`src/rtl/gdrv_pkg.sv`:
```
package gdrv_pkg;
    localparam int unsigned DEF_SYNC_STAGES = 2;
    localparam int unsigned DEF_GLITCH_CYC  = 4;
    localparam int unsigned DEF_CLEAR_CYC   = 80;
    localparam int unsigned DEF_BLANK_CYC   = 40;
    localparam int unsigned DEF_FILT_CYC    = 25;

    // synchronized input bit positions
    localparam int unsigned IDX_POS   = 0;
    localparam int unsigned IDX_NEG   = 1;
    localparam int unsigned IDX_EN    = 2;
    localparam int unsigned IDX_DESAT = 3;
    localparam int unsigned IDX_UVLO  = 4;
    localparam int unsigned N_INPUTS  = 5;
    localparam int unsigned N_FILTERED = 3;

    // idle levels: positive low, negative high, enable high (inactive)
    localparam logic [N_INPUTS-1:0] IDLE_LEVELS = 5'b00110;

    typedef struct packed {
        logic gate;
        logic fault_n;
    } drive_state_t;
endpackage

```
`src/rtl/gdrv_sync.sv`:
```
module gdrv_sync #(
    parameter int unsigned WIDTH  = 1,
    parameter int unsigned STAGES = 2,
    parameter logic [WIDTH-1:0] RST_VAL = '0
) (
    input  logic             clk,
    input  logic             rst,
    input  logic [WIDTH-1:0] async_i,
    output logic [WIDTH-1:0] sync_o
);
    logic [WIDTH-1:0] stage_d [STAGES];
    logic [WIDTH-1:0] stage_q [STAGES];

    always_comb begin
        stage_d[0] = async_i;
        for (int s = 1; s < STAGES; s++) begin
            stage_d[s] = stage_q[s-1];
        end
    end

    generate
        for (genvar g = 0; g < STAGES; g++) begin : g_stage
            always_ff @(posedge clk) begin
                if (rst) stage_q[g] <= RST_VAL;
                else     stage_q[g] <= stage_d[g];
            end
        end
    endgenerate

    assign sync_o = stage_q[STAGES-1];
endmodule

```
`src/rtl/gdrv_glitch_filter.sv`:
```
module gdrv_glitch_filter #(
    parameter int unsigned HOLD_CYC = 4,
    parameter logic        INIT     = 1'b0
) (
    input  logic clk,
    input  logic rst,
    input  logic in_i,
    output logic out_o
);
    localparam int unsigned CW = (HOLD_CYC < 2) ? 1 : $clog2(HOLD_CYC);
    localparam logic [CW-1:0] LAST = CW'(HOLD_CYC - 1);

    typedef struct packed {
        logic          out;
        logic [CW-1:0] cnt;
    } filt_state_t;

    filt_state_t st_d, st_q;

    always_comb begin
        st_d = st_q;
        if (in_i != st_q.out) begin
            if (st_q.cnt == LAST) begin
                st_d.out = in_i;
                st_d.cnt = '0;
            end else begin
                st_d.cnt = st_q.cnt + 1'b1;
            end
        end else begin
            st_d.cnt = '0;
        end
    end

    always_ff @(posedge clk) begin
        if (rst) begin
            st_q.out <= INIT;
            st_q.cnt <= '0;
        end else begin
            st_q <= st_d;
        end
    end

    assign out_o = st_q.out;

    // the filtered level only moves after a full hold window
    p_filter_hold_r2: assert property (@(posedge clk) disable iff (rst)
        (st_q.out != $past(st_q.out)) |-> ($past(st_q.cnt) == LAST));
endmodule

```
`src/rtl/gdrv_desat_guard.sv`:
```
module gdrv_desat_guard #(
    parameter int unsigned BLANK_CYC = 40,
    parameter int unsigned FILT_CYC  = 25,
    parameter int unsigned CLEAR_CYC = 80
) (
    input  logic clk,
    input  logic rst,
    input  logic gate_i,
    input  logic desat_i,
    input  logic en_i,
    output logic fault_set_o,
    output logic fault_o
);
    localparam int unsigned BW = $clog2(BLANK_CYC + 1) < 1 ? 1 : $clog2(BLANK_CYC + 1);
    localparam int unsigned FW = $clog2(FILT_CYC + 1)  < 1 ? 1 : $clog2(FILT_CYC + 1);
    localparam int unsigned LW = $clog2(CLEAR_CYC + 1) < 1 ? 1 : $clog2(CLEAR_CYC + 1);
    localparam logic [BW-1:0] BLANK_END = BW'(BLANK_CYC);
    localparam logic [FW-1:0] FILT_LAST = FW'(FILT_CYC - 1);
    localparam logic [LW-1:0] CLEAR_LIM = LW'(CLEAR_CYC);

    typedef struct packed {
        logic [BW-1:0] blank;
        logic [FW-1:0] filt;
        logic [LW-1:0] low;
        logic          fault;
    } guard_state_t;

    guard_state_t st_d, st_q;
    logic armed, trip, release_edge, long_release;

    always_comb begin
        st_d         = st_q;
        armed        = gate_i && (st_q.blank == BLANK_END);
        trip         = armed && desat_i && (st_q.filt == FILT_LAST) && !st_q.fault;
        release_edge = en_i && (st_q.low != '0);
        long_release = release_edge && (st_q.low == CLEAR_LIM);

        // leading-edge blanking since the last turn-on
        if (!gate_i) begin
            st_d.blank = '0;
        end else if (st_q.blank != BLANK_END) begin
            st_d.blank = st_q.blank + 1'b1;
        end

        // consecutive qualified desaturation cycles
        if (armed && desat_i && (st_q.filt != FILT_LAST)) begin
            st_d.filt = st_q.filt + 1'b1;
        end else begin
            st_d.filt = '0;
        end

        // length of the current enable low, saturating
        if (!en_i) begin
            if (st_q.low != CLEAR_LIM) st_d.low = st_q.low + 1'b1;
        end else begin
            st_d.low = '0;
        end

        if (trip) begin
            st_d.fault = 1'b1;
        end else if (long_release) begin
            st_d.fault = 1'b0;
        end
    end

    always_ff @(posedge clk) begin
        if (rst) st_q <= '0;
        else     st_q <= st_d;
    end

    assign fault_set_o = trip;
    assign fault_o     = st_q.fault;

    // a fault only latches while the gate was on
    p_fault_only_on_r5: assert property (@(posedge clk) disable iff (rst)
        $rose(st_q.fault) |-> $past(gate_i));

    // a fault only latches on an asserted sense flag
    p_fault_needs_flag_r6: assert property (@(posedge clk) disable iff (rst)
        $rose(st_q.fault) |-> $past(desat_i));

    // a fault clears only on the release edge of the enable input
    p_clear_on_release_r4: assert property (@(posedge clk) disable iff (rst)
        $fell(st_q.fault) |-> ($past(en_i) && !$past(en_i, 2)));
endmodule

```
`src/rtl/gdrv_desat_ctrl.sv`:
```
module gdrv_desat_ctrl
    import gdrv_pkg::*;
#(
    parameter int unsigned SYNC_STAGES = DEF_SYNC_STAGES,
    parameter int unsigned GLITCH_CYC  = DEF_GLITCH_CYC,
    parameter int unsigned CLEAR_CYC   = DEF_CLEAR_CYC,
    parameter int unsigned BLANK_CYC   = DEF_BLANK_CYC,
    parameter int unsigned FILT_CYC    = DEF_FILT_CYC
) (
    input  logic clk,
    input  logic rst,
    input  logic cmd_pos_i,
    input  logic cmd_neg_i,
    input  logic en_n_i,
    input  logic uvlo_i,
    input  logic desat_i,
    output logic gate_on_o,
    output logic fault_n_o
);
    logic [N_INPUTS-1:0]   raw_in, sync_in;
    logic [N_FILTERED-1:0] filt_in;
    logic req, en_ok, uvlo_s, desat_s, fault, fault_set;
    drive_state_t st_d, st_q;

    assign raw_in[IDX_POS]   = cmd_pos_i;
    assign raw_in[IDX_NEG]   = cmd_neg_i;
    assign raw_in[IDX_EN]    = en_n_i;
    assign raw_in[IDX_DESAT] = desat_i;
    assign raw_in[IDX_UVLO]  = uvlo_i;

    gdrv_sync #(
        .WIDTH   (N_INPUTS),
        .STAGES  (SYNC_STAGES),
        .RST_VAL (IDLE_LEVELS)
    ) u_sync (
        .clk     (clk),
        .rst     (rst),
        .async_i (raw_in),
        .sync_o  (sync_in)
    );

    generate
        for (genvar g = 0; g < N_FILTERED; g++) begin : g_filt
            gdrv_glitch_filter #(
                .HOLD_CYC (GLITCH_CYC),
                .INIT     (IDLE_LEVELS[g])
            ) u_filt (
                .clk   (clk),
                .rst   (rst),
                .in_i  (sync_in[g]),
                .out_o (filt_in[g])
            );
        end
    endgenerate

    assign req     = filt_in[IDX_POS] && !filt_in[IDX_NEG];
    assign en_ok   = filt_in[IDX_EN];
    assign desat_s = sync_in[IDX_DESAT];
    assign uvlo_s  = sync_in[IDX_UVLO];

    gdrv_desat_guard #(
        .BLANK_CYC (BLANK_CYC),
        .FILT_CYC  (FILT_CYC),
        .CLEAR_CYC (CLEAR_CYC)
    ) u_guard (
        .clk         (clk),
        .rst         (rst),
        .gate_i      (st_q.gate),
        .desat_i     (desat_s),
        .en_i        (en_ok),
        .fault_set_o (fault_set),
        .fault_o     (fault)
    );

    always_comb begin
        st_d         = st_q;
        st_d.gate    = req && en_ok && !uvlo_s && !fault && !fault_set;
        st_d.fault_n = !fault;
    end

    always_ff @(posedge clk) begin
        if (rst) begin
            st_q.gate    <= 1'b0;
            st_q.fault_n <= 1'b1;
        end else begin
            st_q <= st_d;
        end
    end

    assign gate_on_o = st_q.gate;
    assign fault_n_o = st_q.fault_n;

    // the gate only turns on after a drive request
    p_gate_needs_req_r1: assert property (@(posedge clk) disable iff (rst)
        $rose(st_q.gate) |-> $past(req));

    // a qualified disable turns the gate off
    p_disable_blocks_r3: assert property (@(posedge clk) disable iff (rst)
        !en_ok |=> !st_q.gate);

    // latched fault and lockout hold the gate off
    p_fault_blocks_r7: assert property (@(posedge clk) disable iff (rst)
        fault |-> !st_q.gate);
    p_uvlo_blocks_r7: assert property (@(posedge clk) disable iff (rst)
        uvlo_s |=> !st_q.gate);

    // gate drops with the latch, fault output follows one cycle later
    p_gate_drops_r8: assert property (@(posedge clk) disable iff (rst)
        $rose(fault) |-> (!st_q.gate && $past(st_q.gate)));
    p_fault_out_lag_r8: assert property (@(posedge clk) disable iff (rst)
        $rose(fault) |=> !fault_n_o);
endmodule

```
`config.mk`:
```
export PLATFORM = sky130hd
export DESIGN_NAME = gdrv_desat_ctrl
export DESIGN_NICKNAME = d
export VERILOG_FILES = /design/src/rtl/gdrv_pkg.sv /design/src/rtl/gdrv_sync.sv /design/src/rtl/gdrv_glitch_filter.sv /design/src/rtl/gdrv_desat_guard.sv /design/src/rtl/gdrv_desat_ctrl.sv
export SDC_FILE = /design/constraint.sdc
export NUM_CORES = 1
export LEC_CHECK = 0
export BUFFER_PORTS_ARGS = -buffer_cell sky130_fd_sc_hd__clkbuf_2
export CORE_AREA = 2 2 55 57
export CTS_CLUSTER_DIAMETER = 60
export CTS_CLUSTER_SIZE = 25
export DETAILED_ROUTE_END_ITERATION = 7
export DIE_AREA = 0 0 57 59
export PLACE_DENSITY_LB_ADDON = 0.12
export SLEW_MARGIN = 10
export SYNTH_ARGS = -nofsm -noshare
export SYNTH_HDL_FRONTEND = slang
export SYNTH_HIERARCHICAL = 1
export SYNTH_SLANG_ARGS = --single-unit
export TNS_END_PERCENT = 5
```
`constraint.sdc`:
```
create_clock -name clk -period 3.8 [get_ports clk]
set_clock_uncertainty 0.15 [all_clocks]
set_input_delay 0 -clock clk [delete_from_list [all_inputs] [get_ports clk]]
set_output_delay 0 -clock clk [all_outputs]
set_load 0.02 [all_outputs]
```
Yosys cells after proc, flatten, opt, wreduce, memory -nomap -nowiden
Memory sizes are Yosys's and may differ from the RTL's.
Cells that the tools add are included.
Widths: inputs -> output; s select.
{ "word_totals": {"regBits": 30, "ramBits": 10, "input_bits": 7, "out_inout_bits": 2, "word_cells": 72, "mem_count": 1} }
{ "mem_list": {"columns": ["memory", "depth", "word_bits", "read_ports", "rd_clocked_by_memory_dff", "write_ports", "line_no", "text"], "rows": [
  ["u_sync.stage_q", 2, 5, 2, 0, 2, "gdrv_sync.sv:12", "logic [WIDTH-1:0] stage_q [STAGES];"]
]} }
{ "classes": {"add_sub_neg": 6, "n_eq_ne": 12, "mux": 7, "bitwise": 7, "n_reduce_logical": 27} }
{ "op_table": {"columns": ["operator", "n"], "rows": [
  ["$logic_and 1x1->1", 12],
  ["$mux 5", 2],
  ["$reduce_or 3->1", 3],
  ["$add 7x1->7 const B", 1],
  ["$eq 7x7->1 const B", 1],
  ["$ne 7x7->1 const B", 1],
  ["$reduce_bool 7->1", 1],
  ["$add 2x1->2 const B", 3],
  ["$add 6x1->6 const B", 1],
  ["$eq 2x2->1 const B", 3],
  ["$eq 6x6->1 const B", 1],
  ["$ne 6x6->1 const B", 1],
  ["$reduce_and 2->1", 3],
  ["$reduce_or 2->1", 3],
  ["$add 5x1->5 const B", 1],
  ["$eq 5x5->1 const B", 1],
  ["$mux 1", 5],
  ["$ne 5x5->1 const B", 1],
  ["$not 1->1", 5],
  ["$logic_not 1->1", 4],
  ["$ne 1x1->1", 3],
  ["$or 1x1->1", 2],
  ["$reduce_bool 2->1", 1]
]} }

Depth between registers and ports, before layout
Gate-level depths: netlist of the first run.
{ "depth": {"word_depth": 7, "depth_mapped": 7, "ltp_nobuf": 7} }

Hierarchy
The synthesis of the first run kept the hierarchy.
{ "by_module_without_submodules": {"columns": ["mod", "n_inst", "cells_per_inst", "area_per_inst_um2", "seq_area_each_um2"], "rows": [
  ["gdrv_desat_guard", 1, 104, 933.4, 380.4],
  ["gdrv_sync", 1, 20, 262.8, 200.2],
  ["gdrv_glitch_filter at g_filt[1].u_filt ...", 2, 9, 118.9, 60.1],
  ["gdrv_glitch_filter at g_filt[0].u_filt", 1, 9, 116.4, 60.1],
  ["gdrv_desat_ctrl", 1, 5, 71.3, 40.0]
]} }

Worst setup path after synthesis of the first run
No wires, ideal clock.
{ "synth_path": {"path_kind": "reg-to-reg", "from": "reg u_guard/st_q[13] (netlist bit)", "to": "reg st_q, in the netlist gate_on_o", "setup_ns": 0.087, "arrival_time_ns": 1.634, "required_time_ns": 3.563, "slack_ns": 1.929, "path_stages_with_launch": 8, "path_buffers": 0, "synth_period_minus_slack_ns": 1.871, "path_cell_list": "dfxtp_1 inv_1 ha_1 nand2b_1 nor4_2 nor2b_1 or4b_1 nor4b_2"} }
{ "synth_between": {"elab_chain_cells": 7} }
{ "synth_lines": {"columns": ["element", "line_no", "text"], "rows": [
  ["from (decl)", "gdrv_desat_guard.sv:28", "guard_state_t st_d, st_q;"],
  ["from (signal assigned)", "gdrv_desat_guard.sv:68", "else st_q <= st_d;"],
  ["$eq 6x6->1", "gdrv_desat_guard.sv:33", "armed = gate_i && (st_q.blank == BLANK_END);"],
  ["$logic_and 1x1->1", "gdrv_desat_guard.sv:33", null],
  ["$logic_and 1x1->1 (3 in a row)", "gdrv_desat_guard.sv:34", "trip = armed && desat_i && (st_q.filt == FILT_LAST) && !st_q.fault;"],
  ["via fault_set", "gdrv_desat_ctrl.sv:22", "logic req, en_ok, uvlo_s, desat_s, fault, fault_set;"],
  ["$logic_not 1->1", "gdrv_desat_ctrl.sv:77", "st_d.gate = req && en_ok && !uvlo_s && !fault && !fault_set;"],
  ["$logic_and 1x1->1", "gdrv_desat_ctrl.sv:77", null],
  ["to (signal assigned)", "gdrv_desat_ctrl.sv:86", "st_q <= st_d;"],
  ["to (decl)", "gdrv_desat_ctrl.sv:23", "drive_state_t st_d, st_q;"]
]} }
The timed path passes the listed nets, and every way through them passes these cells.
A chain may end at the register's enable or synchronous reset.

Worst setup path in the final report of the first run
Same ends and word-level chain as after synthesis.

==> summary.txt, run 1 <==
Setup path
  – CP Data Arrival Time: 2.16 ns
  – CP Capture Type: flip-flop
  – CP startpoint kind: flip-flop
  – Critical Path RT: 3.91 ns
  – CP Max Fanout: 4
  – Critical path class: reg2reg

Layout
  – Share of cells above drive strength 1: approximately 15%
  – Antenna diodes: 0
  – Most frequent cells in the layout: dfxtp_1 (40), nor2_1 (10), nor2b_1 (10), ha_1 (9)
  – Fin nets: between 150 and 200
  – Area Growth Syn to Fin: 13.04%
  – Final Cell Area: ~1800 um^2
  – Commonest non-fill, non-tap cell in the layout: dfxtp_1
  – Fillers: 228

Clock network
  – Root Buffer Master: clkbuf_4
  – CTS max path bufs: 2
  – Sink Count: 40
  – Number of CTS-inserted buffers: 5
  – CTS tree: yes
  – Post-CTS Setup Inserts: 0
  – CTS Hold Bufs: 6
  – Clock slew at reported path FFs: 0.11 ns
  – Htree depth: 2
  – CTS resizes: 0
  – Worst-Skew Late Latency: 0.34 ns

Timing
  – Final Hold Fails: 0
  – Final hold slack: 0.2247 ns
  – Setup TNS: 0 ns
  – Unrepaired setup endpoints after global routing: no
  – Worst slew pin tran: 0.4629 ns
  – Endpoints failing setup: 0
  – Worst slew margin: 69.14%
  – Tcrit/Tclk final: 53.86%
  – Max Slew Vio Count: 0
  – Fmax: 0.4886 GHz
  – Minimum clock period: 2.047 ns

Placed design
  – Placed instance area: 1697 um^2
  – GPL Wtd Cong: roughly 0.79
  – Port Buffers: 8
  – DP HPWL: 1.802 mm

Floorplan
  – Die H: 59 um
  – # rows: 19
  – Die width: ~57 um
  – Die footprint: 3363 um^2
  – Core area: roughly 2700 um^2
  – IO Count: 9
  – Initial Util: approximately 60%

Routing
  – Total routed wirelength: 2.559 mm
  – Via Count: 1148
  – DR WL/cell: 12.30 um
  – Antenna Nets Post-Route: 0
  – Drt drc: 0
  – DRT iter0 DRCs: 34
  – Vias per cell: 5.519
  – DRT Pass-1 Iters: 4

Yosys
  – Register area share after synthesis: 49.38%
  – Synth Register Bits: 40
  – Yosys cell types: 34
  – Mapped Area: 1622 um^2
  – Mapped Cells: 156
  – Ys Warns: 6
  – Synthesized Nets: 172
  – Syn avg cell area: 10.39 um^2

Power
  – Sw Pwr: 141.0 uW
  – Post-layout total power: 714.9 uW
  – Internal power: 573.9 uW
  – Cell leakage power: 0.7036 nW
  – Sequential share of power: about three fifths
  – Combinational group share of total power: under 10%
  – Switching portion of total power: 19.73%
  – Pwr/cell area: 390.0 nW/um^2
  – Clock network power share: between 30% and 40%
  – Worst VDD drop: 0.3977 mV

Global route
  – Global Route Usage Sum: 17.17%
  – Grt ovf: 0
  – First-pass GRT wire length: 4.367 mm
  – Largest net degree at the start of global routing: 26
  – Vias in the first global route: between 1000 and 1500
  – Initial antenna violation count: 0

Outcome
  – Outcome: complete, no violations

Worst hold path
  – Worst hold-check path type: in2reg

Run
  – Max cap viols: 0
## path summary, 6_finish.rpt
path / from / endpoint / slack, ns / cells after the start
max: u_guard/st_q[13]$_SDFFE_PP0P_ / gate_on_o$_SDFF_PP0_ / 1.75 / 7
min: cmd_neg_i / u_sync/stage_q[0][1]$_SDFF_PP1_ / 0.22 / 3
max reg2reg: u_guard/st_q[13]$_SDFFE_PP0P_ / gate_on_o$_SDFF_PP0_ / 1.75 / 7
min reg2reg: u_sync/stage_q[1][4]$_SDFF_PP0_ / gate_on_o$_SDFF_PP0_ / 0.28 / 1
## metal layers
metal / share of wire [%] / global-route usage, % / wire length, um / up-vias
li1: - / - / - / 585
met1: 45 / 18.94 / 1164 / 539
met2: 50 / 29.39 / 1269 / 19
met3: 3.1 / 4.585 / 79 / 5
met4: 1.8 / 10.96 / 46 / 0
met5: 0 / 0 / 0 / -
## cells in the mapped netlist, drive strengths merged
library cell,count,share of area (%)
a21oi,7,2.2
a41oi,1,0.54
xnor2,6,3.2
nand3b,1,1.2
nand3,9,3.1
nand4b,1,0.54
nor2,10,2.3
or2,5,1.9
nand4,1,0.39
nor3,8,2.5
xor2,6,3.2
nand4bb,1,0.69
nand2b,4,1.5
ha,9,6.9
and3b,2,1.2
nor4b,4,3.7
clkbuf,1,0.23
a211o,2,1.2
nor2b,10,3.9
nor4,4,1.9
mux2i,1,0.62
nand2,4,0.93
and4bb,1,0.77
o21ai,5,1.5
o21a,1,0.46
or3,3,1.2
inv,7,1.6
and2b,1,0.46
or4b,1,0.62
dfxtp,40,49
## worst max-delay path: stages, from the launching register on
cell	delay [ns]
dfxtp_1	0.41
inv_1	0.08
ha_1	0.21
nand2b_1	0.15
nor4_2	0.08
nor2b_1	0.13
or4b_1	0.54
nor4b_2	0.22
## logic make-up (layout without fill, tap and decap cells)
kind of cell / after synthesis / after routing / share of synthesized area (%)
adder cells (fa/ha/maj): 9 / 9 / 6.945
AND/OR/NAND/NOR: 70 / 70 / 28.78
XOR/XNOR: 12 / 12 / 6.481
flip-flops: 40 / 40 / 49.38
buffers and inverters: 8 / 29 / 1.852
AO/OA/AOI/OAI: 16 / 16 / 5.941
multiplexers: 1 / 1 / 0.6173
## through the flow
step | worst slack [ns] | std cells | util [%]
2_1_floorplan | 1.929 | 156 | -
3_3_place_gp | 1.899 | 194 | 62.60
3_5_place_dp | 1.766 | 194 | 62.60
4_1_cts | 1.740 | 208 | 67.64
5_1_grt | 1.680 | 208 | 67.64
6_report | 1.753 | 208 | 67.64
## final cells by class
class                   instances  area (um^2)  share of cell area, %
clock inverters                 2        35.03                  1.911
repair buffers                 14        100.1                  5.461
multi-input cells             108        790.8                  43.14
inverters                       7        26.28                  1.433
flip-flops and latches         40        800.8                  43.69
clock buffers                   6        41.29                  2.253
well taps                      31        38.79                  2.116
## state kept, by name (all words and copies together), names as in the netlist
name / flops
fault_n_o: 1
u_guard/st_q: 18
gate_on_o: 1
g_filt.u_filt/out_o: 3
u_guard/fault_o: 1
g_filt.u_filt/st_q: 6
u_sync/stage_q: 10
## power groups by stage
| stage | Sequential [mW] | Combinational [mW] | Clock, mW |
|---|---|---|---|
| floorplan | 0.436 | 0.00657 | 0 |
| global placement | 0.437 | 0.0129 | 0 |
| detailed placement | 0.437 | 0.0139 | 0 |
| CTS | 0.427 | 0.0186 | 0.277 |
| global route | 0.428 | 0.0205 | 0.294 |
| finish | 0.427 | 0.0184 | 0.269 |
Note: power is estimated with default switching activity, not from simulation.
==> inputs of run 2 (changes only) <==
Settings changed: CORE_AREA 2 2 55 57 to 2 2 59 61, DIE_AREA 0 0 57 59 to 0 0 61 63.
Clock period 3.8 ns to 1.7 ns, I/O delays scaled along.
==> run 2 against run 1 <==
- fmax increased by 16%
- utilization decreased by 5.6 points
- the run now ends with negative setup slack left
- worst hold slack better by 0.0064 ns
- clock-buffer cell count is 1 higher
- largest cell class is now multi-input gates
- cell area grew 9.4%
- largest power group unchanged
==> summary.txt, run 2 (synthesis gave the netlist of run 1 again) <==
Power
  – Pwr/cell area: 841.1 nW/um^2 (was 390.0 nW/um^2)
  – Combinational group share of total power: 2.8% (was 2.6%)
  – Sw Pwr: 317.5 uW (was 141.0 uW)
  – Cell leakage power: 0.7905 nW (was 0.7036 nW)
  – Sequential share of power: 56.6% (was 59.8%)
  – Switching portion of total power: 18.82% (was 19.73%)
  – Internal power: 1.370 mW (was 573.9 uW)
  – Worst VDD drop: 0.6669 mV (was 0.3977 mV)
  – Clock network power share: 40.6% (was 37.7%)

Layout
  – Biggest regs: u_guard/st_q x18, u_sync/stage_q x10, g_filt.u_filt/st_q x6 (unchanged)
  – Commonest non-fill, non-tap cell in the layout: dfxtp_1 (unchanged)
  – Finished Layout Cells: 237 (was 208)
  – Fin nets: 206 (was 192)
  – Fin util: 62.06% (was 67.64%)
  – Max FFs per register: 18 (unchanged)
  – Antenna diodes: 0 (unchanged)
  – Largest Register: u_guard/st_q (unchanged)
  – Most frequent cells in the layout: dfxtp_1 (36), buf_4 (13), nor2_1 (10), nor2b_1 (10) (was dfxtp_1 (40), nor2_1 (10), nor2b_1 (10), ha_1 (9))
  – Share of cells above drive strength 1: 27.23% (was 15.25%)
  – Area Growth Syn to Fin: 23.69% (was 13.04%)

Setup path
  – Critical Path RT: 1.80 ns (was 3.91 ns)
  – Worst R2R Start: u_guard/st_q[9]$_SDFF_PP0_ (was u_guard/st_q[13]$_SDFFE_PP0P_)
  – R2R cell count: 7 (unchanged)
  – CP Max Fanout: 2 (was 4)
  – CP Data Arrival Time: 1.86 ns (was 2.16 ns)
  – CP startpoint kind: flip-flop (unchanged)
  – Crit path from: u_guard/st_q[9]$_SDFF_PP0_ (was u_guard/st_q[13]$_SDFFE_PP0P_)
  – CP Capture Type: flip-flop (unchanged)
  – Critical path class: reg2reg (unchanged)
  – R2R Path End: gate_on_o$_SDFF_PP0_ (unchanged)
  – R2R Setup Slk: -0.06 ns (was 1.75 ns)

Clock network
  – CTS resizes: 0 (unchanged)
  – Clock slew at reported path FFs: 0.11 ns (about the same)
  – Root Buffer Master: clkbuf_4 (unchanged)
  – CTS tree: yes (unchanged)
  – Worst-Skew Late Latency: 0.34 ns (about the same)
  – CTS max path bufs: 2 (unchanged)
  – Number of CTS-inserted buffers: 5 (unchanged)
  – Post-CTS Setup Inserts: 0 (unchanged)
  – Htree depth: 2 (unchanged)
  – Sink Count: 40 (unchanged)

Global route
  – First-pass GRT wire length: 5.230 mm (was 4.367 mm)
  – Vias in the first global route: 1229 (was 1115)
  – Largest net degree at the start of global routing: 13 (was 26)
  – Global Route Usage Sum: 18.03% (was 17.17%)
  – Initial antenna violation count: 0 (unchanged)
  – Grt ovf: 0 (unchanged)

Routing
  – Antenna Nets Post-Route: 0 (unchanged)
  – DR WL/cell: 12.08 um (was 12.30 um)
  – DRT Pass-1 Iters: 4 (unchanged)
  – Total routed wirelength: 2.863 mm (was 2.559 mm)
  – DRT iter0 DRCs: 30 (was 34)
  – Top routing layer in use: met3 (was met4)
  – Via Count: 1192 (was 1148)
  – DR WL met2: 1.543 mm (was 1.269 mm)
  – Met3 wire length: 114 um (was 79 um)
  – Metal-1 WL: 1.205 mm (was 1.164 mm)
  – Drt drc: 0 (unchanged)
  – Vias per cell: 5.030 (was 5.519)

Timing
  – Endpoints failing setup: 1 (was 0)
  – Max Slew Vio Count: 0 (unchanged)
  – Minimum clock period: 1.763 ns (was 2.047 ns)
  – Worst slew margin: 80.58% (was 69.14%)
  – Worst slew pin tran: 0.2889 ns (was 0.4629 ns)
  – Final Hold Fails: 0 (unchanged)
  – Unrepaired setup endpoints after global routing: yes (was no)
  – Fmax: 0.5671 GHz (was 0.4886 GHz)
  – Final WS setup: -0.06327 ns (was 1.753 ns)
  – Tcrit/Tclk final: 103.7% (was 53.86%)

Worst hold path
  – Endpoint of the worst hold path: u_sync/stage_q[0][1]$_SDFF_PP1_ (unchanged)
  – Hold Startpoint: cmd_neg_i (unchanged)
  – Worst hold-check path type: in2reg (unchanged)
  – Worst Hold Depth: 3 (unchanged)

Placed design
  – Placed Cells: 222 (was 194)
  – DP HPWL: 2.091 mm (was 1.802 mm)
  – GPL Wtd Cong: 0.7330 (was 0.7937)
  – Port Buffers: 8 (unchanged)

Floorplan
  – Core area: 3232 um^2 (was 2710 um^2)
  – Die footprint: 3843 um^2 (was 3363 um^2)
  – Initial Util: 50.17% (was 59.83%)
  – # rows: 21 (was 19)
  – Die H: 63 um (was 59 um)
  – IO Count: 9 (unchanged)
  – Die width: 61 um (was 57 um)

Outcome
  – Failing checks: negative setup slack
  – Outcome: finished, violations left (was complete, no violations)

Run
  – Max cap viols: 0 (unchanged)
-- run 2: cell types whose count changed in the layout (fill, tap and decap cells not counted), sizes merged --
cell / delta
buf: +13
clkbuf: +1
dlygate4sd3: +1
clkinv: -1
-- run 2: what timing repair did --
item,in CTS,in global routing
hold buffers,7,0
pin swaps,3,0
endpoints found under the setup margin,1,1
hold endpoints to repair,13,0
-- run 2: stage by stage --
step                hold WS, ns  area (um^2)  TNS [ns]  total power [mW]  setup WS [ns]
floorplan              -0.07839         1649  -0.06271            0.9897       -0.06271
global placement        0.03132         1841  -0.07901             1.009       -0.07901
detailed placement      0.03057         1841   -0.1245             1.011        -0.1245
CTS                      0.2076         2006  -0.06856             1.718       -0.06856
global route             0.2101         2006   -0.1778             1.773        -0.1778
finish                   0.2311         2006  -0.06327             1.687       -0.06327
-- run 2: how the worst max path moves through the flow --
stage                                      end  slack [ns]  cells past startpoint
after global placement    gate_on_o$_SDFF_PP0_       -0.08                      7
final                     gate_on_o$_SDFF_PP0_       -0.06                      7
after detailed placement  gate_on_o$_SDFF_PP0_       -0.12                      7
after floorplan           gate_on_o$_SDFF_PP0_       -0.06                      7
after CTS                 gate_on_o$_SDFF_PP0_       -0.07                      7
after global routing      gate_on_o$_SDFF_PP0_       -0.18                      7
-- run 2: layer usage --
| metal | global-route usage (%) | vias up |
|---|---|---|
| li1 | - | 611 |
| met1 | 20.75 | 559 |
| met2 | 30.51 | 22 |
| met3 | 6.211 | 0 |
| met4 | 5.707 | 0 |
| met5 | 0 | - |
-- run 2: power groups by stage --
stage	clock network, mW	logic (mW)	registers, mW
2_1_floorplan	0	0.0146	0.975
3_3_place_gp	0	0.0327	0.976
3_5_place_dp	0	0.0344	0.976
4_1_cts	0.716	0.0469	0.955
5_1_grt	0.764	0.0515	0.957
6_report	0.685	0.0467	0.955
-- run 2: worst max-delay path, cell delays in order, from the launching register on --
cell and delay [ns]:
dfxtp_2 0.35, inv_2 0.04, ha_4 0.14, nand4b_1 0.12, nor4_2 0.07, nor2b_1 0.12, or4b_1 0.48, nor4b_2 0.22
-- run 2: final cells by class --
cell class                      count  area (um^2)
Fill cell                         286         1226
Multi-Input combinational cell    108        813.3
Sequential cell                    40        805.8
Timing Repair Buffer               28        207.7
Clock buffer                        7        65.06
Tap cell                           46        57.56
Clock inverter                      1        30.03
Inverter                            7        26.28
==> inputs of run 3 (changes only) <==
Settings changed: SYNTH_HIERARCHICAL 1 to unset.
==> run 3 against run 2 <==
- flip-flop and latch count stayed put
- wire length is 17% lower
- clock-buffer cell count stayed put
- via count is 7.7% lower
- clock power is 25% lower
- the flow now finishes without violations
- utilization is 5.7 points lower
- register-to-register slack better by 0.24 ns
- worst hold slack better by 0.016 ns
- combinational power is 1% lower
- critical path depth is 2 lower
- critical endpoint is now u_guard.st_q[12]$_SDFF_PP0_
==> summary.txt, run 3 <==
Global route
  – Global Route Usage Sum: 15.57% (was 18.03%)
  – First-pass GRT wire length: 4.416 mm (was 5.230 mm)
  – Largest net degree at the start of global routing: 23 (was 13)
  – Grt ovf: 0 (unchanged)
  – Vias in the first global route: 1071 (was 1229)
  – Initial antenna violation count: 0 (unchanged)

Routing
  – DR WL/cell: 10.47 um (was 12.08 um)
  – Total routed wirelength: 2.376 mm (was 2.863 mm)
  – Drt drc: 0 (unchanged)
  – DRT Pass-1 Iters: 4 (unchanged)
  – Antenna Nets Post-Route: 0 (unchanged)
  – DRT iter0 DRCs: 59 (was 30)
  – Via Count: 1100 (was 1192)
  – Vias per cell: 4.846 (was 5.030)

Clock network
  – Sink Count: 40 (unchanged)
  – Root Buffer Master: clkbuf_4 (unchanged)
  – Post-CTS Setup Inserts: 0 (unchanged)
  – CTS max path bufs: 2 (unchanged)
  – CTS tree: yes (unchanged)
  – Htree depth: 2 (unchanged)
  – Worst-Skew Late Latency: 0.32 ns (was 0.34 ns)
  – Clock slew at reported path FFs: 0.11 ns (about the same)
  – Number of CTS-inserted buffers: 5 (unchanged)

Setup path
  – CP Max Fanout: 5 (was 2)
  – Critical path class: reg2reg (unchanged)
  – Worst R2R Start: u_guard.st_q[8]$_SDFF_PP0_ (was u_guard/st_q[9]$_SDFF_PP0_)
  – CP top delay family: simple AND/OR/NAND/NOR gates (unchanged)
  – R2R Setup Slk: 0.18 ns (was -0.06 ns)
  – Max incr delay on CP: 0.37 ns (was 0.48 ns)
  – Crit path from: u_guard.st_q[8]$_SDFF_PP0_ (was u_guard/st_q[9]$_SDFF_PP0_)
  – CP Buf/Inv Count: 1 (unchanged)
  – CP Data Arrival Time: 1.62 ns (was 1.86 ns)
  – Critical Path RT: 1.80 ns (about the same)
  – Slowest CP cell: dfxtp_2 (was or4b_1)
  – WP depth: 5 (was 7)
  – R2R cell count: 5 (was 7)
  – CP startpoint kind: flip-flop (unchanged)
  – R2R Path End: u_guard.st_q[12]$_SDFF_PP0_ (was gate_on_o$_SDFF_PP0_)
  – Critical path cell sequence: inv_1, ha_1, and4b_1, or2_1, nor3_1 (was inv_2, ha_4, nand4b_1, nor4_2, nor2b_1, or4b_1, nor4b_2)
  – CP Capture Type: flip-flop (unchanged)

Worst hold path
  – Hold Startpoint: cmd_neg_i (unchanged)
  – Worst hold-check path type: in2reg (unchanged)
  – Worst Hold Depth: 3 (unchanged)
  – Endpoint of the worst hold path: u_sync.stage_q[0][1]$_SDFF_PP1_ (was u_sync/stage_q[0][1]$_SDFF_PP1_)

Outcome
  – Outcome: complete, no violations (was finished, violations left)

Yosys
  – Register area share after synthesis: 50.67% (was 49.38%)
  – Largest cells by area after synthesis: dfxtp_1 (51%), ha_1 (7.1%), nor2b_1 (3.6%) (was dfxtp_1 (49%), ha_1 (6.9%), nor2b_1 (3.9%))
  – Synth Flop Type: dfxtp_1 (unchanged)
  – Ys Warns: 0 (was 6)
  – Top-area cell type share of the netlist area: 50.67% (was 49.38%)
  – Most frequent cells after synthesis: dfxtp_1 (40), inv_1 (11), nor2_1 (11), nor3_1 (11), nand3_1 (10) (was dfxtp_1 (40), nor2_1 (10), nor2b_1 (10))
  – Synth Register Bits: 40 (unchanged)
  – Syn avg cell area: 9.877 um^2 (was 10.39 um^2)
  – Mapped Cells: 160 (was 156)
  – Fraction of registers with async set or reset after synthesis: 0% (unchanged)
  – Mapped Area: 1580 um^2 (was 1622 um^2)
  – Post-synth EDFFs: 0 (unchanged)
  – Area leader, netlist: dfxtp_1 (unchanged)
  – Yosys cell types: 28 (was 34)
  – Synthesized Nets: 176 (was 172)
  – Most common cell in the netlist: dfxtp_1 (unchanged)

Layout
  – Antenna diodes: 0 (unchanged)
  – Fin util: 56.41% (was 62.06%)
  – Largest Register: u_guard.st_q (was u_guard/st_q)
  – Most frequent cells in the layout: dfxtp_1 (39), inv_1 (11), nor3_1 (11), nor2_1 (11), nand3_1 (10) (was dfxtp_1 (36), buf_4 (13), nor2_1 (10), nor2b_1 (10))
  – Share of cells above drive strength 1: 13.81% (was 27.23%)
  – Final Cell Area: 1823 um^2 (was 2006 um^2)
  – Biggest regs: u_guard.st_q x18, u_sync.stage_q x10, g_filt.u_filt.st_q x6 (was u_guard/st_q x18, u_sync/stage_q x10, g_filt.u_filt/st_q x6)
  – Fin nets: 197 (was 206)
  – Max FFs per register: 18 (unchanged)
  – Area Growth Syn to Fin: 15.36% (was 23.69%)
  – Fillers: 298 (was 286)
  – Commonest non-fill, non-tap cell in the layout: dfxtp_1 (unchanged)

Floorplan
  – Die footprint: 3843 um^2 (unchanged)
  – # rows: 21 (unchanged)
  – Core area: 3232 um^2 (unchanged)
  – Die width: 61 um (unchanged)
  – Die H: 63 um (unchanged)
  – Initial Util: 48.90% (was 50.17%)
  – IO Count: 9 (unchanged)

Timing
  – Worst slew margin: 75.52% (was 80.58%)
  – Worst slew pin tran: 0.3671 ns (was 0.2889 ns)
  – Minimum clock period: 1.519 ns (was 1.763 ns)
  – Unrepaired setup endpoints after global routing: no (was yes)
  – Final Hold Fails: 0 (unchanged)
  – Endpoints failing setup: 0 (was 1)
  – Max Slew Vio Count: 0 (unchanged)
  – Fmax: 0.6583 GHz (was 0.5671 GHz)
  – Tcrit/Tclk final: 89.36% (was 103.7%)
  – Setup TNS: 0 ns (was -0.06327 ns)

Placed design
  – GPL Wtd Cong: 0.8080 (was 0.7330)
  – Placed instance area: 1667 um^2 (was 1841 um^2)
  – Port Buffers: 8 (unchanged)
  – DP HPWL: 1.634 mm (was 2.091 mm)

Power
  – Cell leakage power: 0.6680 nW (was 0.7905 nW)
  – Worst VDD drop: 0.7430 mV (was 0.6669 mV)
  – Post-layout total power: 1.512 mW (was 1.687 mW)
  – Pwr/cell area: 829.5 nW/um^2 (was 841.1 nW/um^2)

Run
  – Max cap viols: 0 (unchanged)
-- run 3: cell count changes after synthesis, sizes merged, moves of 2 or more --
| cell | delta |
|---|---|
| inv | +4 |
| nor4 | -4 |
| nor3 | +3 |
| nor4b | -3 |
| or3 | +3 |
| and3b | -2 |
| clkbuf | +2 |
-- run 3: per-layer routing --
metal / vias up / wire, um / GRT usage (%)
met5: - / 0 / 0
met4: 0 / 23 / 5.707
met3: 2 / 71 / 7.453
met2: 14 / 1146 / 24.19
met1: 499 / 1133 / 18.30
li1: 585 / - / -
-- run 3: cell families (layout without fill, tap and decap cells) --
family                   after synthesis  in the layout  share of synthesized area, %
AND/OR/NAND/NOR                       67             67                         24.78
flip-flops                            40             40                         50.67
AO/OA/AOI/OAI                         17             17                         6.810
buffers and inverters                 14             35                         3.325
XOR/XNOR                              12             12                         6.651
adder cells (fa/ha/maj)                9              9                         7.126
multiplexers                           1              1                        0.6334
-- run 3: through the flow --
step                      std cells  hold slack (ns)  setup slack (ns)
after floorplan                 160         -0.04619            0.3023
after global placement          211          0.03484            0.2596
after detailed placement        211          0.03383            0.1668
after CTS                       227           0.2143            0.1352
after global routing            227           0.2119           0.04848
final                           227           0.2474            0.1809
-- run 3: cell type report --
type | instances | area, um^2 | share of cell area, %
Tap cell | 46 | 57.56 | 3.157
Sequential cell | 40 | 802.0 | 43.99
Clock buffer | 7 | 65.06 | 3.569
Timing Repair Buffer | 17 | 130.1 | 7.138
Inverter | 11 | 41.29 | 2.265
Multi-Input combinational cell | 106 | 726.9 | 39.88
-- run 3: how the worst max path moves through the flow --
stage / to / slack [ns]
6_report: u_guard.st_q[12]$_SDFF_PP0_ / 0.18
5_1_grt: u_guard.st_q[12]$_SDFF_PP0_ / 0.05
4_1_cts: u_guard.st_q[12]$_SDFF_PP0_ / 0.14
3_5_place_dp: u_guard.st_q[12]$_SDFF_PP0_ / 0.17
3_3_place_gp: u_guard.st_q[10]$_SDFF_PP0_ / 0.26
2_1_floorplan: u_guard.st_q[10]$_SDFF_PP0_ / 0.30
-- run 3: worst reg2reg max path: stages, from the launching register on --
cell,delay (ns)
dfxtp_2,0.37
inv_1,0.05
ha_1,0.18
and4b_1,0.22
or2_1,0.28
nor3_1,0.20
-- run 3: repair_timing --
item | CTS | global route
endpoints found under the setup margin | 0 | 1
resized for setup | 0 | 1
hold buffers | 9 | 0
endpoints found under the hold margin | 10 | 0
-- run 3: report_power, final --
| group | leakage, nW | internal [mW] | switching, mW |
|---|---|---|---|
| clock network | 0.0374 | 0.235 | 0.277 |
| logic | 0.305 | 0.0293 | 0.0169 |
| registers | 0.325 | 0.950 | 0.00462 |
| total | 0.668 | 1.21 | 0.298 |
